**config.mk**
```make
export PLATFORM = sky130hd
export DESIGN_NAME = mgmt_serial_regs
export DESIGN_NICKNAME = d
export VERILOG_FILES = /design/src/rtl/mgmt_serial_regs.sv
export SDC_FILE = /design/constraint.sdc
export NUM_CORES = 1
export LEC_CHECK = 0
export BUFFER_PORTS_ARGS = -buffer_cell sky130_fd_sc_hd__buf_2
export CAP_MARGIN = 20
export CORE_MARGIN = 10
export CORE_UTILIZATION = 30
export DETAILED_ROUTE_END_ITERATION = 6
export GPL_ROUTABILITY_DRIVEN = 0
export GPL_TIMING_DRIVEN = 0
export PLACE_DENSITY_LB_ADDON = 0.25
export SLEW_MARGIN = 5
export SYNTH_ARGS = -nofsm -noshare
export SYNTH_HDL_FRONTEND = slang
export SYNTH_SLANG_ARGS = --single-unit
```
**constraint.sdc**
```tcl
create_clock -name clk -period 5 [get_ports clk]
set_input_delay 0.25 -clock clk [delete_from_list [all_inputs] [get_ports clk]]
set_output_delay 0.25 -clock clk [all_outputs]
set_load 0.1 [all_outputs]
```
**src/rtl/mgmt_serial_regs.sv**
```systemverilog
module mgmt_serial_regs #(
  parameter int PORT_ADDR = 0,
  parameter int PRE_LEN   = 32
) (
  input  logic        clk,
  input  logic        rst_n,
  input  logic [1:0]  strap,
  input  logic        mdc,
  input  logic        mdio_i,
  output logic        mdio_o,
  output logic        mdio_oe,
  input  logic [3:0]  lane_ok,
  input  logic        tx_fault,
  input  logic        rx_fault,
  output logic [15:0] cfg_control,
  output logic [15:0] cfg_misc1,
  output logic [15:0] cfg_misc2,
  output logic [15:0] cfg_err_code,
  output logic [15:0] cfg_rx_clk,
  output logic [15:0] cfg_symbol,
  output logic [15:0] cfg_idle,
  output logic [15:0] cfg_test,
  output logic [15:0] cfg_half_rate
);
  localparam int PW = $clog2(PRE_LEN + 1);
  localparam logic [31:0] WR_MASK = 32'hCB43_0001;

  function automatic logic [15:0] dflt(input logic [4:0] i);
    case (i)
      5'h00: dflt = 16'h2040;
      5'h10: dflt = 16'h00C0;
      5'h11: dflt = 16'h0140;
      5'h16: dflt = 16'h00FF;
      5'h18: dflt = 16'h0001;
      5'h19: dflt = 16'h000F;
      5'h1B: dflt = 16'h0007;
      5'h1E: dflt = 16'hAAAA;
      default: dflt = 16'h0000;
    endcase
  endfunction

  logic [2:0]  mdc_q;
  logic [1:0]  dio_q;
  logic [4:0]  devad;
  logic        busy, oe_r, mo;
  logic [4:0]  cnt;
  logic [PW-1:0] ones;
  logic [14:0] sh, od;
  logic        c45_q, rd_q, hit_q, impl_q;
  logic [1:0]  op_q;
  logic [4:0]  idx_q;
  logic [15:0] addr45;
  logic        lh_tx, lh_rx;
  logic [15:0] rf [32];
  logic [15:0] rv;

  always_ff @(posedge clk) begin
    if (!rst_n) begin
      mdc_q <= '0;
      dio_q <= 2'b11;
    end else begin
      mdc_q <= {mdc_q[1:0], mdc};
      dio_q <= {dio_q[0], mdio_i};
    end
  end

  wire rise   = mdc_q[1] & ~mdc_q[2];
  wire bit_in = dio_q[1];

  always_ff @(posedge clk) begin
    if (!rst_n)
      case (strap)
        2'b11:   devad <= 5'd5;
        2'b10:   devad <= 5'd4;
        2'b01:   devad <= 5'd30;
        default: devad <= 5'd31;
      endcase
  end

  wire [12:0] hdr   = {sh[11:0], bit_in};
  wire        st1   = hdr[12];
  wire [1:0]  op    = hdr[11:10];
  wire [4:0]  pa    = hdr[9:5];
  wire [4:0]  ra    = hdr[4:0];
  wire        hit   = (pa == PORT_ADDR[4:0]) && (st1 || ra == devad);
  wire        impl45 = (addr45[15:4] == 12'h000) || (addr45[15:4] == 12'hC00);
  wire [4:0]  idx45 = {addr45[15], addr45[3:0]};
  wire [15:0] wdata = {sh, bit_in};

  wire last   = rise && busy && cnt == 5'd31;
  wire rd_go  = rise && busy && cnt == 5'd15 && hit_q && rd_q;
  wire wr_rf  = last && hit_q && impl_q && op_q == 2'b01;
  wire set_a  = last && hit_q && c45_q && op_q == 2'b00;
  wire inc_go = rd_go && c45_q && op_q == 2'b10;
  wire clr8   = rd_go && impl_q && idx_q == 5'd8;

  always_comb begin
    case (idx_q)
      5'd1:    rv = {1'b1, 11'b0, lane_ok};
      5'd4:    rv = 16'h0001;
      5'd5:    rv = 16'h0021;
      5'd8:    rv = {1'b1, 3'b0, lh_tx, lh_rx, 10'b0};
      default: rv = WR_MASK[idx_q] ? rf[idx_q] : 16'h0000;
    endcase
    if (!impl_q) rv = 16'h0000;
  end

  always_ff @(posedge clk) begin
    if (!rst_n) begin
      busy <= 1'b0; cnt <= '0; ones <= '0; sh <= '0; od <= '0;
      mo <= 1'b0; oe_r <= 1'b0; c45_q <= 1'b0; rd_q <= 1'b0;
      hit_q <= 1'b0; impl_q <= 1'b0; op_q <= '0; idx_q <= '0;
      addr45 <= '0;
    end else if (rise) begin
      sh <= {sh[13:0], bit_in};
      if (!busy) begin
        if (bit_in) begin
          if (ones != PW'(PRE_LEN)) ones <= ones + 1'b1;
        end else begin
          if (ones == PW'(PRE_LEN)) begin
            busy <= 1'b1;
            cnt  <= 5'd1;
          end
          ones <= '0;
        end
      end else begin
        cnt <= cnt + 1'b1;
        if (cnt == 5'd13) begin
          c45_q  <= ~st1;
          op_q   <= op;
          rd_q   <= st1 ? (op == 2'b10) : op[1];
          hit_q  <= hit;
          idx_q  <= st1 ? ra : idx45;
          impl_q <= st1 | impl45;
        end
        if (rd_go) begin
          mo   <= rv[15];
          od   <= rv[14:0];
          oe_r <= 1'b1;
          if (inc_go) addr45 <= addr45 + 1'b1;
        end else if (oe_r) begin
          mo <= od[14];
          od <= {od[13:0], 1'b0};
        end
        if (cnt == 5'd31) begin
          busy <= 1'b0;
          oe_r <= 1'b0;
          cnt  <= '0;
          if (set_a) addr45 <= wdata;
        end
      end
    end
  end

  always_ff @(posedge clk) begin
    if (!rst_n) begin
      for (int k = 0; k < 32; k++) rf[k] <= dflt(5'(k));
    end else if (wr_rf && WR_MASK[idx_q]) begin
      rf[idx_q] <= wdata;
    end
  end

  always_ff @(posedge clk) begin
    if (!rst_n) begin
      lh_tx <= 1'b0;
      lh_rx <= 1'b0;
    end else begin
      lh_tx <= tx_fault | (lh_tx & ~clr8);
      lh_rx <= rx_fault | (lh_rx & ~clr8);
    end
  end

  assign mdio_o  = oe_r & mo;
  assign mdio_oe = oe_r;

  assign cfg_control   = rf[5'h00];
  assign cfg_misc1     = rf[5'h10];
  assign cfg_misc2     = rf[5'h11];
  assign cfg_err_code  = rf[5'h16];
  assign cfg_rx_clk    = rf[5'h18];
  assign cfg_symbol    = rf[5'h19];
  assign cfg_idle      = rf[5'h1B];
  assign cfg_test      = rf[5'h1E];
  assign cfg_half_rate = rf[5'h1F];


  oe_in_frame_chk: assert property (@(posedge clk) disable iff (!rst_n)
    oe_r |-> busy);


  oe_start_chk: assert property (@(posedge clk) disable iff (!rst_n)
    $rose(oe_r) |-> $past(cnt) == 5'd15);


  strap_hold_chk: assert property (@(posedge clk) disable iff (!rst_n)
    $past(rst_n) |-> $stable(devad));


  lh_clear_chk: assert property (@(posedge clk) disable iff (!rst_n)
    ($fell(lh_tx) || $fell(lh_rx)) |-> $past(clr8));


  cfg_write_chk: assert property (@(posedge clk) disable iff (!rst_n)
    !$stable(cfg_idle) |-> $past(wr_rf));


  addr_inc_chk: assert property (@(posedge clk) disable iff (!rst_n)
    $past(inc_go) |-> addr45 == $past(addr45) + 16'd1);
endmodule

```
Word level (Yosys, flattened, before mapping)
Memory sizes are Yosys's and may differ from the RTL's. A register that Yosys moved wholly into a read port is not among the register bits.
Cells that the tools add are included.
{"block": "classes", "n_addsub": 3, "order_cmp": 1, "n_eq_ne": 19, "muxes": 47, "bitwise_logic": 11, "n_reduce_logical": 31}
{"op": "$mux W16", "count": 16}
{"op": "$pmux W16 S4", "count": 1}
{"op": "$mux W5", "count": 10}
{"op": "$mux W15", "count": 2}
{"op": "$add A16 B1 Y16 const B", "count": 1}
{"op": "$logic_and A1 B1 Y1", "count": 16}
{"op": "$reduce_or A16 Y1", "count": 1}
{"op": "$eq A5 B4 Y1 const B", "count": 3}
{"op": "$mux W1", "count": 15}
{"op": "$pmux W5 S3", "count": 1}
{"op": "$reduce_and A3 Y1", "count": 5}
{"op": "$eq A12 B12 Y1 const B", "count": 1}
{"op": "$logic_not A12 Y1", "count": 1}
{"op": "$mux W6", "count": 2}
{"op": "$eq A5 B3 Y1 const B", "count": 2}
{"op": "$eq A2 B2 Y1 const B", "count": 4}
{"op": "$add A6 B1 Y6 const B", "count": 1}
{"op": "$eq A6 B6 Y1 const B", "count": 1}
{"op": "$lt A5 B6 Y1 const B", "count": 1}
{"op": "$ne A6 B6 Y1 const B", "count": 1}
{"op": "$reduce_bool A2 Y1", "count": 3}
{"op": "$add A5 B1 Y5 const B", "count": 1}
{"op": "$eq A5 B1 Y1 const B", "count": 1}
{"op": "$eq A5 B5 Y1", "count": 1}
{"op": "10 further kinds", "count": 21}
{"block": "word_totals", "ff_bits": 83, "ram_bits": 512, "rom_bits": 32, "in_bits": 12, "out_inout_bits": 146, "word_cells": 133, "memories": 2}
{"name": "rf", "depth": 32, "word_bits": 16, "rd": 10, "rd_ports_with_merged_regs": 1, "write_ports": 32, "line_no": "54", "rtl": "logic [15:0] rf [32];"}
{"name": "(name not given)", "depth": 32, "word_bits": 1, "rd": 1, "rd_ports_with_merged_regs": 1, "write_ports": 0, "line_no": "158", "rtl": "end else if (wr_rf && WR_MASK[idx_q]) begin"}

Logic depth before layout (Yosys ltp)
{"block": "logic_depth", "word_depth": 13, "depth_mapped": 11, "mapped_depth_nobuf": 9}

Worst setup path after synthesis
No wires, ideal clock.
{"block": "synth_path", "path_kind": "reg-to-reg", "startpoint": "register cnt[0]", "endpoint": "memory rf[21][0] (enable)", "setup_time_ns": 0.411, "arrival_ns": 3.129, "required_time_ns": 4.589, "path_slack_ns": 1.460, "stages_incl_launch_ff": 9, "path_buffers": 2, "synth_period_minus_slack_ns": 3.540, "cell_sequence": "dfxtp_1 > ha_1 > and3_1 > ha_1 > nand4b_1 > or4_1 > buf_2 > clkbuf_1 > o21ai_0"}
{"element": "start, declared", "line_no": "46", "rtl": "logic [4:0] cnt;"}
{"element": "start signal, assigned", "line_no": "127", "rtl": "cnt <= cnt + 1'b1;"}
{"element": "end, declared", "line_no": "54"}

==> flow_summary_export.csv <==
group,metric,value,unit
timing,maxSlewViolCount,0,
clock_tree,tritoncts,"done",
clock_tree,postCtsHoldBufs,6,
worst_setup_path,worst-setup-path-type,"reg -> reg",
worst_setup_path,r2r_slack,0.50,ns
routing,drt_pre_antenna_iters,5,
die,floorplan.die_area,104000,um^2
worst_setup_path,timing.critical_path.from_type,"flop",
status,status,"complete, no violations",
timing,slew-limit-headroom,0.257,
clock_tree,post-cts-setup-buffer-count,0,
worst_setup_path,path_delay_family,"simple AND/OR/NAND/NOR gates",
clock_tree,insertion_delay,0.62,ns
global_route,first_global_vias,18860,
layout,area_growth,18.2,%
layout,filler_cell_count,8697,
die,floorplan.io_pins,158,
worst_setup_path,r2r_end,"rf[31][1]",
layout,layout-drive-gt1-share,0.215,
logic_synthesis,synth_top_flop_cell,"edfxtp_1",
die,die_y,322,um
logic_synthesis,synth_top_family_by_area,"simple AND/OR/NAND/NOR gates",
routing,post_drt_wl_per_cell,29.3,um
worst_setup_path,critPathRequiredTime,5.32,ns
worst_setup_path,timing.critical_path.cells,"ha_1 -> and3_1 -> ha_1 -> nand4b_1 -> nor3_2 -> nand3_1 -> clkbuf_1 -> clkbuf_1 -> o21ai_2 -> buf_8",
clock_tree,cts_max_level,3,
die,start_util,0.303,
timing,clock-skew-final,0.0321,ns
routing,initialDrtViolationCount,2564,
logic_synthesis,synth_fp_nets,2049,
min_path,min_delay_worst_endpoint,"od[2]",
logic_synthesis,post_synth_inst_count,2028,
min_path,hold-path-cell-count,3,
routing,avgViaCountPerCell,5.40,
power,max-vdd-ir-drop,0.205,mV
worst_setup_path,rr_startpoint,"cnt[0]",
timing,post-route-min-period,4.50,ns
power,leakage,10.8,nW
worst_setup_path,worst_setup_path_end_kind,"flop",
timing,rsz0062_at_grt,"no",
timing,final.hold.worst_slack,0.0553,ns
die,std_cell_rows,110,
logic_synthesis,post_synth_mux_area_share,0.116,
worst_setup_path,critical-path-max-stage-delay,0.74,ns
clock_tree,cts.sinks,598,
place,pre_cts_ws,0.680,ns
clock_tree,cts.root.buffer_cell,"clkbuf_16",
worst_setup_path,r2r.worst_path.cells,10,
global_route,grt_usage,0.195,
logic_synthesis,avgSynthCellArea,13.5,um^2
global_route,grt_antenna_before_repair,7,
logic_synthesis,ys_async_sr_fraction,0,
logic_synthesis,synth_area,27400,um^2
layout,post-route-util,0.359,
global_route,globalRoute.totalOverflow,0,
logic_synthesis,simple_gate_portion_of_the_synthesized_area,0.173,
clock_tree,cts_resized,0,
logic_synthesis,yosys.area_share.xor_xnor,0.00192,
routing,routed_wl,103000,um
layout,mostFrequentLayoutCells,"514 x edfxtp_1, 463 x and2_1, 177 x buf_2, 154 x clkbuf_1, 118 x mux4_2",
logic_synthesis,synth-adder-area-share,0.00411,
die,floorplan.die.width,322,um
layout,layout.cells.most_common,"edfxtp_1",
logic_synthesis,synth-edff-count,514,
layout,final_area,32400,um^2
layout,instances_no_fill,3521,
place,postPlaceCellArea,30300,um^2
power,power_density,350,nW/um^2
die,fp.coreArea,90400,um^2
min_path,start_point_of_the_worst_min_delay_path,"lane_ok[2]",
timing,hold_viol_final,0,
logic_synthesis,netlist-cell-type-count,64,
timing,setup_viol,0,
timing,min_period_over_period,0.901,
global_route,global_route_wire_length_before_repair,144000,um
min_path,worst_hold_path_type,"in -> reg",
place,placedCellCount,3394,
worst_setup_path,critical_path.slowest_cell,"o21ai_2",
place,number_of_port_buffers,157,
run,timing.max_cap.violations,0,
global_route,grt_max_degree,15,
worst_setup_path,worst-path-buf-inv,3,
routing,routed-via-count,19011,
clock_tree,clock_transition_at_path_regs,0.06,ns
routing,final_antenna_net_count,0,
logic_synthesis,synth-compound-area-share,0.0502,
routing,drt_drc_violations_left,0,
timing,worst_slew_pin_slew,1.12,ns
logic_synthesis,yosys_register_bits,598,
place,hpwlAfterDp,77000,um
timing,max_clock_freq,222,MHz
layout,total_nets_final,2316,
logic_synthesis,synth.yosys.warnings,0,
clock_tree,cts_inserted_buffers,68,
logic_synthesis,yosysSeqAreaShare,0.624,
timing,finalWorstSetupSlack,0.497,ns
worst_setup_path,worst-endpoint-arrival,4.82,ns
worst_setup_path,critical_path.max_fanout,10,
clock_tree,cts_buffer_depth,3,
-- logic make-up (layout without fill, tap and decap cells) --
kind of cell / count (synthesis) / in the layout
simple gates: 823 / 823
flops: 598 / 598
fa+ha+maj: 9 / 9
xor+xnor: 6 / 6
other cells: 0 / 3
compound gates: 225 / 225
buf+inv: 199 / 513
mux: 168 / 168
-- state kept, by name, indices dropped and copies added, names as in the netlist, 2 cells and up, named ones only --
name    count
idx_q       5
ones        6
cnt         5
mdc_q       3
addr45     16
sh         15
op_q        2
od         15
dio_q       2
devad       2
rf        512
-- synthesized netlist by cell type (4+ instances only) --
master	n	area, um^2
a31oi_1	4	25.0
a21oi_1	61	305
a211oi_1	19	143
nand4_1	9	56.3
nor4_1	5	31.3
nor3_1	61	305
or4_1	6	45.0
nor2_1	70	263
edfxtp_1	514	15400
o221ai_1	4	35.0
o21ai_0	71	355
dfxtp_1	84	1680
or3_1	29	181
o22ai_1	15	93.8
nor3_2	4	40.0
a22oi_1	13	97.6
xor2_1	4	35.0
buf_4	19	143
and2_1	463	2900
mux4_2	118	2660
and3_1	14	87.6
buf_1	4	15.0
o211ai_1	5	37.5
clkbuf_1	135	507
mux2_2	10	113
ha_1	9	113
mux2i_1	40	400
nand2_1	80	300
clkbuf_2	8	40.0
buf_2	19	95.1
nor2_2	6	37.5
or3b_2	4	35.0
nand2b_1	11	68.8
nand3_1	24	120
a311oi_1	4	35.0
o21a_1	6	45.0
nand3b_1	8	60.1
inv_1	12	45.0
nor2b_1	16	100
-- cell type report --
class / count / area, um^2 / area share
plain buffers: 185 / 800 / 0.0247
multi-input cells: 1231 / 9580 / 0.295
inverters: 14 / 52.6 / 0.00162
diodes: 3 / 7.51 / 0.000232
repair buffers: 197 / 1370 / 0.0422
clock inverters: 25 / 151 / 0.00467
flip-flops and latches: 598 / 17100 / 0.528
clock buffers: 92 / 1880 / 0.0578
well taps: 1176 / 1470 / 0.0454
-- worst max-delay path by stage --
stage            from   endpoint  cells after the start
2_1_floorplan  cnt[0]  rf[21][0]                      8
3_3_place_gp   cnt[0]  rf[31][1]                      9
3_5_place_dp   cnt[0]  rf[31][1]                     10
4_1_cts        cnt[0]  rf[31][1]                     10
5_1_grt        cnt[0]  rf[31][1]                     10
6_report       cnt[0]  rf[31][1]                     10
-- routing by layer --
layer	GRT usage	wire, um	vias to the layer above
li1	-	-	8021
met1	0.261	41900	9720
met2	0.305	47300	1061
met3	0.0422	9640	209
met4	0.0744	4250	0
met5	0	0	-
-- tightest hold or removal path, delay by kind of cell --
family / cells / cell delay (ns)
buffers and inverters: 2 / 0.16
AOI/OAI and AO/OA: 1 / 0.22
-- through the flow --
step                power (W)  TNS, ns
floorplan             0.00642        0
finish                 0.0113        0
detailed placement    0.00674        0
global route           0.0116        0
CTS                    0.0114        0
global placement      0.00669  -201.47
-- power by group --
part	switching [W]	internal [W]	leakage, nW
Combinational	0.000727	0.000178	4.26
Clock	0.00207	0.00263	0.990
Sequential	0.000109	0.00562	5.57
(Power assumes the default switching activity.)
